File: src/rtl/hexfmt_pkg.sv
package hexfmt_pkg;

   typedef enum logic [2:0] {
      FMT_IDLE  = 3'd0,
      FMT_ZERO  = 3'd1,
      FMT_PFX0  = 3'd2,
      FMT_PFX1  = 3'd3,
      FMT_DIGIT = 3'd4
   } fmt_state_e;

   localparam logic [7:0] ASC_ZERO = 8'h30;
   localparam logic [7:0] ASC_X    = 8'h78;

endpackage

File: src/rtl/hexfmt_lead_find.sv
module hexfmt_lead_find #(
   parameter int NIB   = 8,
   parameter int IDX_W = 3
) (
   input  logic [NIB*4-1:0] value_i,
   output logic [IDX_W-1:0] lead_o,
   output logic             nonzero_o
);

   logic [NIB-1:0] nib_nz;

   for (genvar g = 0; g < NIB; g++) begin : g_nz
      assign nib_nz[g] = |value_i[g*4 +: 4];
   end

   always_comb begin
      lead_o = '0;
      for (int k = 0; k < NIB; k++) begin
         if (nib_nz[k]) lead_o = IDX_W'(k);
      end
      nonzero_o = |nib_nz;
   end

   always_comb begin
      if (nonzero_o) begin
         assert_lead_nonzero_R3: assert (nib_nz[lead_o])
            else $error("lead nibble index points at a zero nibble");
      end
   end

endmodule

File: src/rtl/hexfmt_digit_enc.sv
module hexfmt_digit_enc #(
   parameter bit UPPER_HEX = 1'b1
) (
   input  logic [3:0] nib_i,
   output logic [7:0] ascii_o
);

   logic is_dec;
   assign is_dec = (nib_i < 4'd10);

   if (UPPER_HEX) begin : g_upper
      assign ascii_o = is_dec ? (8'h30 + {4'h0, nib_i}) : (8'h37 + {4'h0, nib_i});
   end else begin : g_lower
      assign ascii_o = is_dec ? (8'h30 + {4'h0, nib_i}) : (8'h57 + {4'h0, nib_i});
   end

   always_comb begin
      if (UPPER_HEX) begin
         assert_ascii_range_R4: assert ((ascii_o >= 8'h30 && ascii_o <= 8'h39) ||
                                        (ascii_o >= 8'h41 && ascii_o <= 8'h46))
            else $error("digit code outside the hex character set");
      end
   end

endmodule

File: src/rtl/hexfmt_stream.sv
module hexfmt_stream
   import hexfmt_pkg::*;
#(
   parameter int VAL_W     = 32,
   parameter bit UPPER_HEX = 1'b1
) (
   input  logic             clk,
   input  logic             rst_n,
   input  logic             start_i,
   input  logic [VAL_W-1:0] value_i,
   output logic             busy_o,
   output logic             out_valid_o,
   input  logic             out_ready_i,
   output logic [7:0]       out_data_o,
   output logic             done_o
);

   localparam int NIB   = VAL_W / 4;
   localparam int IDX_W = (NIB > 1) ? $clog2(NIB) : 1;

   if ((VAL_W % 4) != 0 || VAL_W < 4 || VAL_W > 32) begin : g_bad_width
      $error("VAL_W must be a multiple of 4 between 4 and 32");
   end

   fmt_state_e       state_q;
   logic [VAL_W-1:0] val_q;
   logic [IDX_W-1:0] idx_q;
   logic             done_q;

   logic [IDX_W-1:0] lead_idx;
   logic             lead_nz;
   logic [3:0]       nib_arr [NIB];
   logic [3:0]       cur_nib;
   logic [7:0]       digit_asc;
   logic             accept;
   logic             launch;

   hexfmt_lead_find #(
      .NIB   (NIB),
      .IDX_W (IDX_W)
   ) u_lead (
      .value_i   (value_i),
      .lead_o    (lead_idx),
      .nonzero_o (lead_nz)
   );

   for (genvar g = 0; g < NIB; g++) begin : g_nib
      assign nib_arr[g] = val_q[g*4 +: 4];
   end

   assign cur_nib = nib_arr[idx_q];

   hexfmt_digit_enc #(
      .UPPER_HEX (UPPER_HEX)
   ) u_enc (
      .nib_i   (cur_nib),
      .ascii_o (digit_asc)
   );

   assign out_valid_o = (state_q != FMT_IDLE);
   assign busy_o      = (state_q != FMT_IDLE);
   assign accept      = out_valid_o && out_ready_i;
   assign launch      = (state_q == FMT_IDLE) && start_i;
   assign done_o      = done_q;

   always_comb begin
      unique case (state_q)
         FMT_PFX1:  out_data_o = ASC_X;
         FMT_DIGIT: out_data_o = digit_asc;
         default:   out_data_o = ASC_ZERO;
      endcase
   end

   always_ff @(posedge clk or negedge rst_n) begin
      if (!rst_n) begin
         state_q <= FMT_IDLE;
         val_q   <= '0;
         idx_q   <= '0;
         done_q  <= 1'b0;
      end else begin
         done_q <= 1'b0;
         unique case (state_q)
            FMT_IDLE: begin
               if (launch) begin
                  val_q   <= value_i;
                  idx_q   <= lead_idx;
                  state_q <= lead_nz ? FMT_PFX0 : FMT_ZERO;
               end
            end
            FMT_ZERO: begin
               if (accept) begin
                  state_q <= FMT_IDLE;
                  done_q  <= 1'b1;
               end
            end
            FMT_PFX0: begin
               if (accept) state_q <= FMT_PFX1;
            end
            FMT_PFX1: begin
               if (accept) state_q <= FMT_DIGIT;
            end
            FMT_DIGIT: begin
               if (accept) begin
                  if (idx_q == '0) begin
                     state_q <= FMT_IDLE;
                     done_q  <= 1'b1;
                  end else begin
                     idx_q <= idx_q - 1'b1;
                  end
               end
            end
            default: state_q <= FMT_IDLE;
         endcase
      end
   end

   assert_hold_R5: assert property (@(posedge clk) disable iff (!rst_n)
      out_valid_o && !out_ready_i |=> out_valid_o && $stable(out_data_o))
      else $error("character changed while stalled");

   assert_done_pulse_R7: assert property (@(posedge clk) disable iff (!rst_n)
      done_o |=> !done_o)
      else $error("done held longer than one cycle");

   assert_done_cause_R7: assert property (@(posedge clk) disable iff (!rst_n)
      done_o |-> $past(out_valid_o && out_ready_i))
      else $error("done without a preceding accept");

   assert_start_ignored_R6: assert property (@(posedge clk) disable iff (!rst_n)
      busy_o && start_i |=> $stable(val_q))
      else $error("start while busy disturbed the held value");

   assert_first_valid_R9: assert property (@(posedge clk) disable iff (!rst_n)
      !busy_o && start_i |=> out_valid_o)
      else $error("no character after start");

endmodule

File: config.mk
export PLATFORM = sky130hd
export DESIGN_NAME = hexfmt_stream
export DESIGN_NICKNAME = d
export VERILOG_FILES = /design/src/rtl/hexfmt_pkg.sv /design/src/rtl/hexfmt_lead_find.sv /design/src/rtl/hexfmt_digit_enc.sv /design/src/rtl/hexfmt_stream.sv
export SDC_FILE = /design/constraint.sdc
export NUM_CORES = 1
export LEC_CHECK = 0
export BUFFER_PORTS_ARGS = -buffer_cell sky130_fd_sc_hd__buf_2
export CORE_ASPECT_RATIO = 0.9
export CORE_MARGIN = 4
export CORE_UTILIZATION = 30
export DETAILED_ROUTE_END_ITERATION = 8
export PLACE_DENSITY = 0.52
export SYNTH_ARGS = -nofsm -noshare
export SYNTH_HDL_FRONTEND = slang
export SYNTH_SLANG_ARGS = --single-unit
File: constraint.sdc
create_clock -name clk -period 2.8 [get_ports clk]
set_input_delay 0 -clock clk [delete_from_list [all_inputs] [get_ports clk]]
set_output_delay 0 -clock clk [all_outputs]
set_load 0.05 [all_outputs]
==> results.txt, run 1 <==
The run finished with clean final reports. The number of violations of the max-capacitance limit is 0, and the maximum single-stage delay on the critical path is 0.53 ns. Summed over all cells, the static leakage comes to 1.42 nW. The tools report the half-perimeter wire length after placement as 4350 µm. The worst setup path is launched from a register. The H-tree was split into 2 levels. Row generation in the floorplan step produced 29 rows. After layout, the worst path uses 87.2% of the clock period.

The multiplexer share of the synthesized area is 11.6%. Clock-pin slew was measured on the worst setup and hold paths at 0.08 ns. The buffer count from post-CTS setup fixing is 0, and the number of global-route vias before repair is 1955.

For this design the total switching power over the nets is 1.25 mW. The die is 88.8 µm tall. The critical path goes through mux4_2, mux2i_1, a21oi_1, mux2i_1, buf_2. Buffers inserted during clock tree synthesis total 5. The tools report the number of DRC violations after detailed-routing iteration 0 as 68. The worst slack after detailed placement was 0.504 ns; the total nets after synthesis was 275. The cell count after synthesis came out at 236. The number of filler instances in the final layout was 718. The final cell utilization of the core is 41.8%, and the count of buffers from port buffering is 45. TritonCTS built the clock tree.

The multi-input combinational cells in the finished layout cover a total of 1130 µm². Adding up every negative setup slack in the final design gives 0 ns. The tools report the standard cell core area as 7040 µm². The total overflow left after global routing is 0.

Number of search-and-repair iterations in the first detailed-routing pass: 4. For the remaining antenna violation count, the log shows 0. Summing the areas of all and, or, nand and nor instances in the mapped netlist gives 29.4% of the synthesized area.

Cells with a size suffix above 1 make up 24.0% of the layout. In the routed design, unresolved DRC markers number 0. The tools report the number of max-slew violations in the final report as 0.

The cell sitting at the root of the clock tree is a sky130_fd_sc_hd__clkbuf_8. The critical path endpoint category was an output pin. The floorplan step defined a die boundary enclosing 8690 µm². After synthesis, the share of flip-flops with an asynchronous set or reset is 100%. Pin placement for this block handled 47 I/O pins. The tools report the total of warnings raised by yosys as 0. The pin count of the biggest net entering global routing was 40; the final standard cell area without fillers was 2940 µm². The final non-filler cell total was 405. In this design, the critical path's most frequently occurring cell is sky130_fd_sc_hd__mux2i_1. After detailed placement, the design holds a cell count of 363. After detailed placement, the total cell area comes to 2480 µm².

Internal power comes to 1.70 mW. For the arrival time of the worst setup path, the log shows 2.44 ns. The worst setup skew after layout was 0.00836 ns; the switching part of the total was 42.3%.

The power per unit of standard cell area came out at 1000 nW/µm². Dividing the synthesized area by the synthesized cell count gives 9.23 µm². The synthesized netlist devotes 1.72% of its cell area to adder and majority cells.

For the finished layout, the period the worst path requires is 2.44 ns. Worst slew margin relative to its limit: 42.9%. The post-synthesis instance area is 2180 µm², and the insertion delay to the later sink of the worst-skew pair is 0.29 ns.

Combinational share of power: 46.1%. The floorplan die width was 97.8 µm; the initial standard-cell utilization of the core was 30.9%. STA puts the critical path data required time at 2.80 ns. Setup repair after global routing left no endpoint under its margin.

Setup slack on the critical path of the routed design comes to 0.359 ns. At the end of the flow, the number of nets in the layout was 350. Dividing the detail-routed wire length by the instance count gives 14.5 µm.

Summing the areas of all xor and xnor instances in the mapped netlist gives 0% of the synthesized area. The compound-gate portion of the synthesized area works out to 8.44%. Registers are responsible for 37.5% of the overall power. The number of cells traversed by the worst register-to-register path works out to 5. The worst-case IR drop observed on VDD is 307 µV. The largest fanout of any net on the critical path is 10, and the register area is 977 µm². Global routing used 14.3% of the available tracks across all layers. The number of cells on the worst hold path was 5.

The largest individual stage delay along the critical path comes from the cell sky130_fd_sc_hd__dfrtp_2. Setup violations remaining at the end of the flow were counted as 0. The repair_antennas step left the layout with diodes totalling 0. The first global-routing pass estimated 9720 µm of wire. The class of the tightest hold or removal check was in2reg. Maximum buffer depth of the clock tree: 2.

The clock net in this run drives a total of 39 sinks. The final number of hold-violating endpoints is 0. Compared with the post-synthesis result, the final layout area differs by 35.0%. Worst-margin pin slew: 0.857 ns. Wires add up to 5860 µm. The proportion of power drawn by the clock network is 16.4%. Of the synthesized area, sequential elements account for 44.8%. The average vias per placed instance works out to 4.72.

The largest family of logic cells by synthesized area is simple AND/OR/NAND/NOR gates. Static timing analysis puts the maximum clock frequency at 0.410 GHz. The number of distinct library cells after synthesis was 45; the final estimated routing congestion in global placement was 0.794. The critical path is of the reg2out type. The flop and latch count out of synthesis is 39. The tools report the initial antenna violation count as 0.

The via count is 1913, and the count of flip-flops with a built-in enable after synthesis is 0. Predominant post-synthesis flop cell: sky130_fd_sc_hd__dfrtp_1.
[flip-flops by register name (all words and copies together) (netlist names)]
register  cells
state_q       3
idx_q         3
done_o        1
val_q        32
[cell usage after synthesis, drive strengths merged (3+ instances only)]
cell,count,area share (%)
a21oi,7,1.6
buf,5,1.6
clkbuf,10,1.7
dfrtp,39,45
ha,3,1.7
mux2i,5,2.3
mux4,8,8.3
nand2,102,18
nor2,8,1.4
nor2b,4,1.1
nor4,4,2.5
o21ai,5,1.1
or4,5,2.1
[cells in the final DEF, fill, tap and decap left out, types with 2 or more instances in the layout]
cell	n
sky130_fd_sc_hd__mux2i_1	5
sky130_fd_sc_hd__clkbuf_8	5
sky130_fd_sc_hd__buf_4	4
sky130_fd_sc_hd__dfrtp_1	38
sky130_fd_sc_hd__ha_1	3
sky130_fd_sc_hd__a32o_1	2
sky130_fd_sc_hd__nor4_1	2
sky130_fd_sc_hd__or4_1	3
sky130_fd_sc_hd__buf_2	45
sky130_fd_sc_hd__nor4_4	2
sky130_fd_sc_hd__a21oi_1	7
sky130_fd_sc_hd__nor2_1	7
sky130_fd_sc_hd__dlygate4sd3_1	34
sky130_fd_sc_hd__mux4_2	8
sky130_fd_sc_hd__nor2b_1	4
sky130_fd_sc_hd__inv_1	2
sky130_fd_sc_hd__or2_1	2
sky130_fd_sc_hd__o21ai_1	3
sky130_fd_sc_hd__o21ai_0	2
sky130_fd_sc_hd__or4_4	2
sky130_fd_sc_hd__nand2_1	102
[power by group through the flow]
stage	Sequential [mW]	Clock, mW	Combinational, mW
floorplan	0.936	0	1.15
global placement	1.12	0	1.30
detailed placement	1.11	0	1.32
CTS	1.10	0.494	1.36
global route	1.14	0.524	1.53
finish	1.10	0.482	1.36
[final timing paths]
path	startpoint	end	slack [ns]
max	idx_q[0]	out_data_o[0]	0.36
min	start_i	state_q[1]	0.11
max reg2reg	state_q[1]	val_q[15]	0.88
min reg2reg	val_q[11]	val_q[11]	0.48
max in group asynchronous	rst_n	idx_q[0]	1.86
min in group asynchronous	rst_n	state_q[2]	0.34
[cell families after synthesis]
group / count (synthesis)
other: 1
AND/OR/NAND/NOR: 134
flip-flops: 39
buffers and inverters: 18
multiplexers: 15
AO/OA/AOI/OAI: 26
adder cells (fa/ha/maj): 3
[per-layer routing]
metal / wire length, µm / track usage, % / up-vias
met5: 0 / 0 / -
met4: 66 / 4.78 / 0
met3: 235 / 2.76 / 7
met2: 2750 / 23.4 / 49
met1: 2810 / 19.3 / 906
li1: - / - / 951
[final cells by class]
class                      instances  share of cell area, %
clock buffer                       5                   2.34
clock inverter                     3                   1.57
inverter                           3                  0.383
multi-input combinational        179                   38.3
sequential                        39                   33.2
tap                               93                   3.96
timing repair buffer              83                   20.2
[critical path: cells and delay by family, from the launching register on]
family | cells | cell delay [ns]
AOI/OAI and AO/OA | 1 | 0.16
buffers and inverters | 1 | 0.29
DFF | 1 | 0.53
muxes | 3 | 1.16
[stage by stage]
step	hold slack, ns	total power, mW
6_report	0.113	2.94
5_1_grt	0.126	3.20
4_1_cts	0.101	2.96
3_5_place_dp	0.158	2.44
3_3_place_gp	0.169	2.42
2_1_floorplan	-0.296	2.09
[timing repair]
item                                    CTS  global route
endpoints found under the hold margin    72             0
resized for setup                         0             1
endpoints found under the setup margin    0             3
hold buffers                             34             0
Note: power is estimated with default switching activity, not from simulation.
==> run 2, diff against run 1 <==
--- a/config.mk
+++ b/config.mk
@@ -6,11 +6,13 @@
 export NUM_CORES = 1
 export LEC_CHECK = 0
 export BUFFER_PORTS_ARGS = -buffer_cell sky130_fd_sc_hd__buf_2
+export CELL_PAD_IN_SITES_DETAIL_PLACEMENT = 1
+export CELL_PAD_IN_SITES_GLOBAL_PLACEMENT = 1
 export CORE_ASPECT_RATIO = 0.9
 export CORE_MARGIN = 4
 export CORE_UTILIZATION = 30
 export DETAILED_ROUTE_END_ITERATION = 8
-export PLACE_DENSITY = 0.52
+export PLACE_DENSITY = 0.67
 export SYNTH_ARGS = -nofsm -noshare
 export SYNTH_HDL_FRONTEND = slang
 export SYNTH_SLANG_ARGS = --single-unit
==> constraint.sdc (replaced) <==
create_clock -name clk -period 2 [get_ports clk]
set_input_delay 0 -clock clk [delete_from_list [all_inputs] [get_ports clk]]
set_output_delay 0 -clock clk [all_outputs]
set_load 0.05 [all_outputs]
==> run 2 against run 1 <==
  * The flow now finishes with violations (setup timing)
  * Utilization increased by 5.0 points
  * Register-to-register slack got worse by 0.74 ns
  * Total power increased by 75%
  * Via count increased by 6.5%
  * Sequential cell count unchanged
  * First-iteration DRC count increased by 31%
  * Cell area increased by 12%
  * Hold slack got worse by 0.050 ns
  * Global-route usage increased by 2.2 points
  * Clock power increased by 24%
  * Routed wire length increased by 16%
  * Cell count increased by 4.4%
  * Critical path type unchanged
  * Largest cell class unchanged
  * Largest power group unchanged
==> results.txt, run 2 (synthesized netlist as in run 1, its figures left out) <==
The final estimated routing congestion in global placement was 0.800; the maximum single-stage delay on the critical path was 0.54 ns. The area growth from synthesis to layout is 51.1%. For this run the aggregate overflow at the end of global routing stands at 0.

On the final layout, the worst clock skew is 0.00337 ns. For the TritonCTS buffer count, the log shows 5. At the pin with the least slew margin, the transition time is 0.892 ns. The final cell utilization of the core came out at 46.7%.

Grouping stages by cell kind, the critical path spends the most delay in multiplexers. Average vias per placed instance: 4.82. TritonCTS built the clock tree. VDD sags by at most 543 µV. The tool flagged a number of max-cap violations equal to 0.

Counting stages on the worst path, the most repeated cell is sky130_fd_sc_hd__buf_6. The logs give 0 for the number of inserted diodes and 0.433 GHz for the maximum frequency from static timing analysis. For this block, the via count after detailed routing is 2038. Measured against its own limit, the worst slew margin works out to 40.5%. The detail route stage leaves a number of antenna-violating nets equal to 0. The tools report the number of max-slew violations in the final report as 0. The required time at the worst-slack endpoint is 2.00 ns, and the floorplan die width is 97.8 µm.

For the final critical-path setup slack, the log shows -0.308 ns. Row generation in the floorplan step produced 29 rows. The number of nets in the final layout was 368. Clock-pin slew was measured on the worst setup and hold paths at 0.08 ns.

For this block, the initial DRC count from the detailed router was 89. The total setup violations reported at the end of the flow came out at 7. The detailed router used layers up to and including met4. Tracing the worst setup path back leads to its startpoint at idx_q[0].

Entering global routing, the biggest net connects 40 pins. Final number of hold-violating endpoints: 0. The number of buffers and inverters on the critical path is 4. The most critical setup path has its endpoint at out_data_o[6].

The run finished, with violations left. The register containing the most flip-flops in the final layout is val_q. For the worst setup path, the data arrival time is 2.31 ns. The power per unit of standard cell area was 1560 nW/µm².

After layout, the worst path uses 115% of the clock period. The post-route netlist has 32.4% of its cells at a drive strength greater than 1. Wires add up to 6800 µm.

The floorplan step set the die height to 88.8 µm. The critical path's slowest cell was sky130_fd_sc_hd__mux4_2. STA classifies the critical path startpoint as a register.

The logs give 4820 µm for the half-perimeter wire length after placement and 7040 µm² for the standard cell core area. The wire length per cell was 16.1 µm. The largest registers in the layout are val_q x32, idx_q x3, state_q x3.

The startpoint of the most critical register-to-register path is state_q[0]. The register with the most flip-flops in the layout has 32 of them. Setup repair after global routing could not meet its margin everywhere. Pin placement for this block handled 47 I/O pins. The minimum clock period was 2.31 ns; the count of buffers from port buffering was 45. The number of global-route vias before repair was 2150. The first TritonRoute pass finished after 4 iterations.

In this run the number of H-tree levels came out at 2. The logs give -0.0841 ns for the worst slack after detailed placement and 8690 µm² for the die footprint. The endpoint of the most critical register-to-register path is idx_q[2]. Critical path endpoint category: an output pin. The sum of met2 wire segment lengths after detailed routing was 3280 µm; the placed cell count was 374. Leaving out fill and tap cells, the most frequent cells in the layout are sky130_fd_sc_hd__nand2_1, sky130_fd_sc_hd__dfrtp_1, sky130_fd_sc_hd__buf_2. Detailed routing placed a total of 328 µm of wire on met3.

The final reports fail on setup timing. The leakage power figure came out at 1.55 nW. Setup slack on the worst reg-to-reg path comes out at 0.14 ns. Commonest non-fill, non-tap cell in the layout: sky130_fd_sc_hd__nand2_1.

CTS placed an instance of sky130_fd_sc_hd__clkbuf_8 at the clock tree root. The number of cells traversed by the worst register-to-register path works out to 5. The instance count on the critical path was 8; the initial antenna violation count was 0. Clock tree synthesis found a total of 39 sinks. Across every metal layer, demand over resource in global routing totals 16.5%.

At the later pin of the worst-skew pair, clock insertion delay measures 0.29 ns. The first-pass GRT wire length came out at 11000 µm. The power consumption was 5.15 mW. Traced cell by cell, the critical path runs through buf_12, mux4_2, mux2i_4, buf_4, buf_6, o21ai_2, a22o_1, buf_6.

The hold path startpoint was value_i[25]. Counting along the longest clock path gives a buffer depth of 2. Counting the fill cells in the layout gives 823. The worst setup path is of the reg2out kind. The initial utilization of the core area, before any placement, comes to 30.9%. The final non-filler cell total is 423.

For the number of DRC violations after detailed routing, the log shows 0. The largest fanout of any net on the critical path is 6, and the met1 wire length is 3030 µm. The class of the tightest hold or removal check was in2reg.
## run 2: power breakdown
part	total (mW)	internal [mW]	switching [mW]
Combinational	3.05	1.53	1.52
Clock	0.598	0.314	0.285
Sequential	1.51	1.16	0.344
Total	5.15	3.00	2.15
## run 2: how the worst min path moves through the flow
stage / to / slack, ns / depth (start not counted)
6_report: idx_q[0] / 0.06 / 3
5_1_grt: idx_q[0] / 0.06 / 3
3_3_place_gp: state_q[1] / 0.18 / 1
3_5_place_dp: state_q[0] / 0.18 / 1
4_1_cts: idx_q[0] / 0.05 / 3
2_1_floorplan: done_o / -0.30 / 0
## run 2: repair_timing
item	in CTS	in global routing
setup buffers	3	4
pin swaps	6	8
endpoints found under the hold margin	72	0
gates resized for setup	27	8
gates cloned	1	0
endpoints found under the setup margin	7	10
hold buffers	34	0
## run 2: final cells by class
cell class / instances / area (µm²) / share of cell area [%]
timing repair buffer: 101 / 836 / 25.4
multi-input combinational: 179 / 1250 / 37.9
tap: 93 / 116 / 3.54
clock inverter: 1 / 7.51 / 0.228
inverter: 3 / 11.3 / 0.342
clock buffer: 7 / 96.3 / 2.93
sequential: 39 / 977 / 29.7
## run 2: metrics by stage
stage          cell area (µm²)  hold WS (ns)  TNS (ns)
2_1_floorplan             2230        -0.296   -0.0851
3_3_place_gp              2650         0.180   -0.0263
3_5_place_dp              2650         0.180    -0.191
4_1_cts                   3260        0.0459     -1.46
5_1_grt                   3290        0.0649     -2.10
6_report                  3290        0.0626     -1.69
## run 2: layer usage
layer  vias up  GRT usage, %
li1        991             -
met1       985          21.0
met2        49          28.2
met3        13          3.47
met4         0          6.04
met5         -             0
## run 2: tightest hold or removal path, stage by stage
cell and delay [ns]:
sky130_fd_sc_hd__buf_2 0.09, sky130_fd_sc_hd__or4_4 0.14, sky130_fd_sc_hd__o311ai_1 0.09
==> run 3, diff against run 2 <==
--- a/config.mk
+++ b/config.mk
@@ -5,6 +5,7 @@
 export SDC_FILE = /design/constraint.sdc
 export NUM_CORES = 1
 export LEC_CHECK = 0
+export ABC_AREA = 1
 export BUFFER_PORTS_ARGS = -buffer_cell sky130_fd_sc_hd__buf_2
 export CELL_PAD_IN_SITES_DETAIL_PLACEMENT = 1
 export CELL_PAD_IN_SITES_GLOBAL_PLACEMENT = 1
@@ -12,7 +13,8 @@
 export CORE_MARGIN = 4
 export CORE_UTILIZATION = 30
 export DETAILED_ROUTE_END_ITERATION = 8
-export PLACE_DENSITY = 0.67
+export PLACE_DENSITY = 0.68
+export REMOVE_ABC_BUFFERS = 1
 export SYNTH_ARGS = -nofsm -noshare
 export SYNTH_HDL_FRONTEND = slang
 export SYNTH_SLANG_ARGS = --single-unit
==> run 3 against run 2 <==
  * The run ends with hold timing, setup timing left
  * Combinational power up 17%
  * Sequential share of layout area down 1.7 points
  * Sequential power down 5%
  * Clock skew up 0.0011 ns
  * Sequential cell count unchanged
  * Routed wire length up 8.9%
  * Non-clock buffer count down 8
  * Total power up 7.7%
  * First-iteration DRC count down 31%
  * Critical endpoint is now out_data_o[0]
  * Largest cell class unchanged
  * Highest routed layer unchanged
==> results.txt, run 3 <==
The run finished, with violations left. The final reports fail on hold timing, setup timing. The largest family of logic cells by synthesized area was simple AND/OR/NAND/NOR gates. The mapped netlist covers 2510 µm². Timing analysis after detailed placement gives a worst setup slack of 0.180 ns. The gate count of the mapped netlist is 349, and the portion of the post-synthesis area used by sequential elements is 38.8%. The final critical-path setup slack is -0.0247 ns, and the fraction of final layout cells sized beyond drive strength 1 is 31.1%.

The register containing the most flip-flops in the final layout is val_q. Counting instances in the post-synthesis netlist gives the leading cell types as sky130_fd_sc_hd__nand2_1, sky130_fd_sc_hd__inv_1, sky130_fd_sc_hd__dfrtp_1. In this run the critical register-to-register path is captured at idx_q[1]. The worst-margin pin slew is 0.893 ns, and the standard cell core area is 8110 µm². Ranked by total cell area, the synthesized netlist is headed by sky130_fd_sc_hd__dfrtp_1, sky130_fd_sc_hd__nand2_1, sky130_fd_sc_hd__inv_1. In this run, synthesis inferred 0 flip-flops with an integrated enable. The minimum clock period is 2.02 ns. For this run, the post-layout net count is 475. Counting distinct cell types in the post-synthesis netlist gives 29. The worst path uses 101% of the clock period.

The cell sitting at the root of the clock tree is a sky130_fd_sc_hd__clkbuf_8. The startpoint of the most critical register-to-register path was idx_q[0]. The area growth from synthesis to layout is 39.0%.

The fraction of post-synthesis cell area in the top cell type by area works out to 38.8%. In the final routing, the length of wire on met1 measures 3410 µm. In this run the count of I/O pins placed on the die edge is 47.

The logs give 536 for the final non-filler cell total and 0 for the remaining antenna violation count. The worst hold slack across all endpoints was -0.000485 ns. The class of the tightest hold or removal check was in2reg. The endpoint of the worst hold path was val_q[16]. The largest registers in the layout are val_q x32, idx_q x3, state_q x3. The synthesized-area fraction occupied by xor and xnor cells was 0.348%; the number of max-slew violations in the final report was 0. The tools report the total wire length after detailed routing as 7400 µm.

The critical path endpoint category was an output pin. Across the VDD grid, the largest voltage drop is 542 µV. The worst setup path is of the reg2out kind.

The number of search-and-repair iterations in the first detailed-routing pass came out at 4. Number of cells on the worst hold path: 3. After synthesis the netlist holds a flip-flop and latch count of 39.

For this run, the top clock speed supported by timing is 0.494 GHz. For the number of global-route vias before repair, the log shows 2597. The register with the most flip-flops in the layout has 32 of them. TritonCTS built the clock tree. The library cell used most frequently in the layout, excluding fill and tap cells, is sky130_fd_sc_hd__nand2_1. The post-synthesis simple-gate area fraction was 32.1%. The top cell type by total area after synthesis is sky130_fd_sc_hd__dfrtp_1. The area share of fa/ha/maj cells after synthesis was 1.49%.

The tools report the worst slew margin relative to its limit as 40.5%. The largest fanout of any net on the critical path is 8, and the standard-cell row count is 31. The leakage power figure is 1.83 nW, and the arrival time of the worst setup path is 2.02 ns. Power consumption: 5.54 mW.

The number of cells on the worst reg-to-reg path is 11. The clock passes through at most 2 buffers. Between clock sinks in the finished design, the worst skew comes to 0.00449 ns. Library cell with the highest instance count after synthesis: sky130_fd_sc_hd__nand2_1.

Entering global routing, the biggest net connects 59 pins. The die height was 94.8 µm; the initial standard-cell utilization of the core was 31.0%. The level count of the clock H-tree was 2; the global routing usage summed across all routing layers was 15.4%. The number of DRC violations after detailed routing was 0; the die footprint was 9910 µm². The final number of hold-violating endpoints was 1; the compound-gate portion of the synthesized area was 9.96%.

Total grt overflow: 0. The run gives 3 as the total setup violations reported at the end of the flow. The highest layer touched by signal routing is met4. The run gives 12400 µm as the first-pass GRT wire length. The worst setup path is launched from a register. After clock tree synthesis, the clock-pin slew on the worst setup and hold paths is 0.08 ns. During placement, the flow inserted port buffers numbering 45. Setup repair after global routing could not meet its margin everywhere.

Wire segments on met3 add up to 257 µm in the final route. The CTS sink count was 39; the floorplan die width was 104 µm. Once placement completed, the tool counted placed cells totaling 486.

The number of DRC violations after detailed-routing iteration 0 was 61. The TritonCTS buffer count is 5, and the average cell area after synthesis is 7.20 µm². The setup slack of the most critical reg-to-reg path came out at 0.35 ns.

Using the TritonRoute via totals, the vias-per-cell ratio works out to 4.52. For this run, the number of Yosys warnings is 0. The clock reaches the later pin of the worst-skew pair after 0.29 ns. The via count came out at 2423.

The sum of met2 wire segment lengths after detailed routing was 3580 µm. Across the run, the number of max-cap violations was 0. Among all flip-flop cells after synthesis, the most frequent one is sky130_fd_sc_hd__dfrtp_1. 0 antenna diodes ended up in the layout. The half-perimeter wire length after placement came out at 5120 µm.

At the end of routability-driven placement, the weighted congestion stood at 0.849. The wire length per cell is 13.8 µm, and the multiplexer share of the synthesized area is 2.39%. The power per unit of standard cell area is 1590 nW/µm².

In the layout the commonest cells are sky130_fd_sc_hd__nand2_1, sky130_fd_sc_hd__inv_1, sky130_fd_sc_hd__dfrtp_1, sky130_fd_sc_hd__buf_2, sky130_fd_sc_hd__dlygate4sd3_1. The hold path startpoint is start_i. In the synthesized netlist the async set-or-reset flop fraction comes to 100%. The run gives 0 as the initial antenna violation count. The run gives 2.00 ns as the required time at the worst-slack endpoint.
==> run 3: changes by cell type after synthesis, sizes merged, moves of 15 or more <==
cell,previous run,this run
o21ai,5,37
inv,2,63
nand2,102,117
nor2,8,34
nand3,1,26
==> run 3: metrics by stage <==
stage                     area [µm²]  utilization, %  hold slack [ns]  setup TNS (ns)
after global routing            3490            43.1           0.0134          -0.632
final                           3490            43.1        -0.000485         -0.0302
after floorplan                 2390               -           -0.296          -0.322
after detailed placement        2810            34.7            0.194               0
after CTS                       3390            41.8         0.000960        -0.00223
after global placement          2810            34.7            0.186               0
==> run 3: routing by layer <==
metal | global-route usage, % | vias to the layer above
met5 | 0 | -
met4 | 4.65 | 0
met3 | 2.39 | 12
met2 | 27.4 | 47
met1 | 19.5 | 1130
li1 | - | 1234
==> run 3: cell type report <==
cell class	count	area (µm²)
Fill cell	993	4610
Multi-Input combinational cell	234	1300
Sequential cell	39	977
Clock buffer	7	76.3
Clock inverter	1	5.00
Timing Repair Buffer	93	758
Inverter	63	256
Tap cell	99	124
==> run 3: cell families (layout without fill, tap and decap cells) <==
logic type,count (synthesis),in the layout
simple gates,180,180
other cells,1,1
compound gates,45,45
buf+inv,76,164
fa+ha+maj,3,3
flops,39,39
xor+xnor,1,1
mux,4,4
==> run 3: worst max-delay path by stage <==
stage	startpoint	endpoint	slack, ns	cells after the start
2_1_floorplan	idx_q[0]	out_data_o[1]	-0.12	12
3_3_place_gp	idx_q[0]	out_data_o[2]	0.23	14
3_5_place_dp	idx_q[0]	out_data_o[2]	0.18	14
4_1_cts	idx_q[0]	out_data_o[2]	-0.002	14
5_1_grt	idx_q[0]	out_data_o[2]	-0.14	15
6_report	idx_q[0]	out_data_o[0]	-0.02	13
==> run 3: repair_timing <==
| item | CTS | global route |
|---|---|---|
| hold buffers | 29 | 0 |
| endpoints found under the hold margin | 67 | 0 |
| cloned | 1 | 0 |
| resized for setup | 33 | 31 |
| setup endpoints to repair | 5 | 7 |
| setup buffers | 12 | 1 |
| pin swaps | 6 | 19 |
==> run 3: worst max-delay path, stage by stage (launching register included) <==
cell and delay (ns):
sky130_fd_sc_hd__dfrtp_2 0.44, sky130_fd_sc_hd__buf_12 0.15, sky130_fd_sc_hd__inv_12 0.06, sky130_fd_sc_hd__buf_6 0.11, sky130_fd_sc_hd__buf_4 0.13, sky130_fd_sc_hd__nand2_2 0.06, sky130_fd_sc_hd__nand3_2 0.09, sky130_fd_sc_hd__nand3_2 0.09
sky130_fd_sc_hd__nand2_4 0.11, sky130_fd_sc_hd__nand2_8 0.07, sky130_fd_sc_hd__nand3_2 0.07, sky130_fd_sc_hd__nand2_1 0.06, sky130_fd_sc_hd__nor2_2 0.12, sky130_fd_sc_hd__buf_6 0.16
==> run 3: power breakdown <==
group          switching, mW  total [mW]  internal, mW
Clock                  0.289       0.535         0.245
Sequential             0.283        1.44          1.16
Combinational           2.10        3.56          1.47
Total                   2.67        5.54          2.87
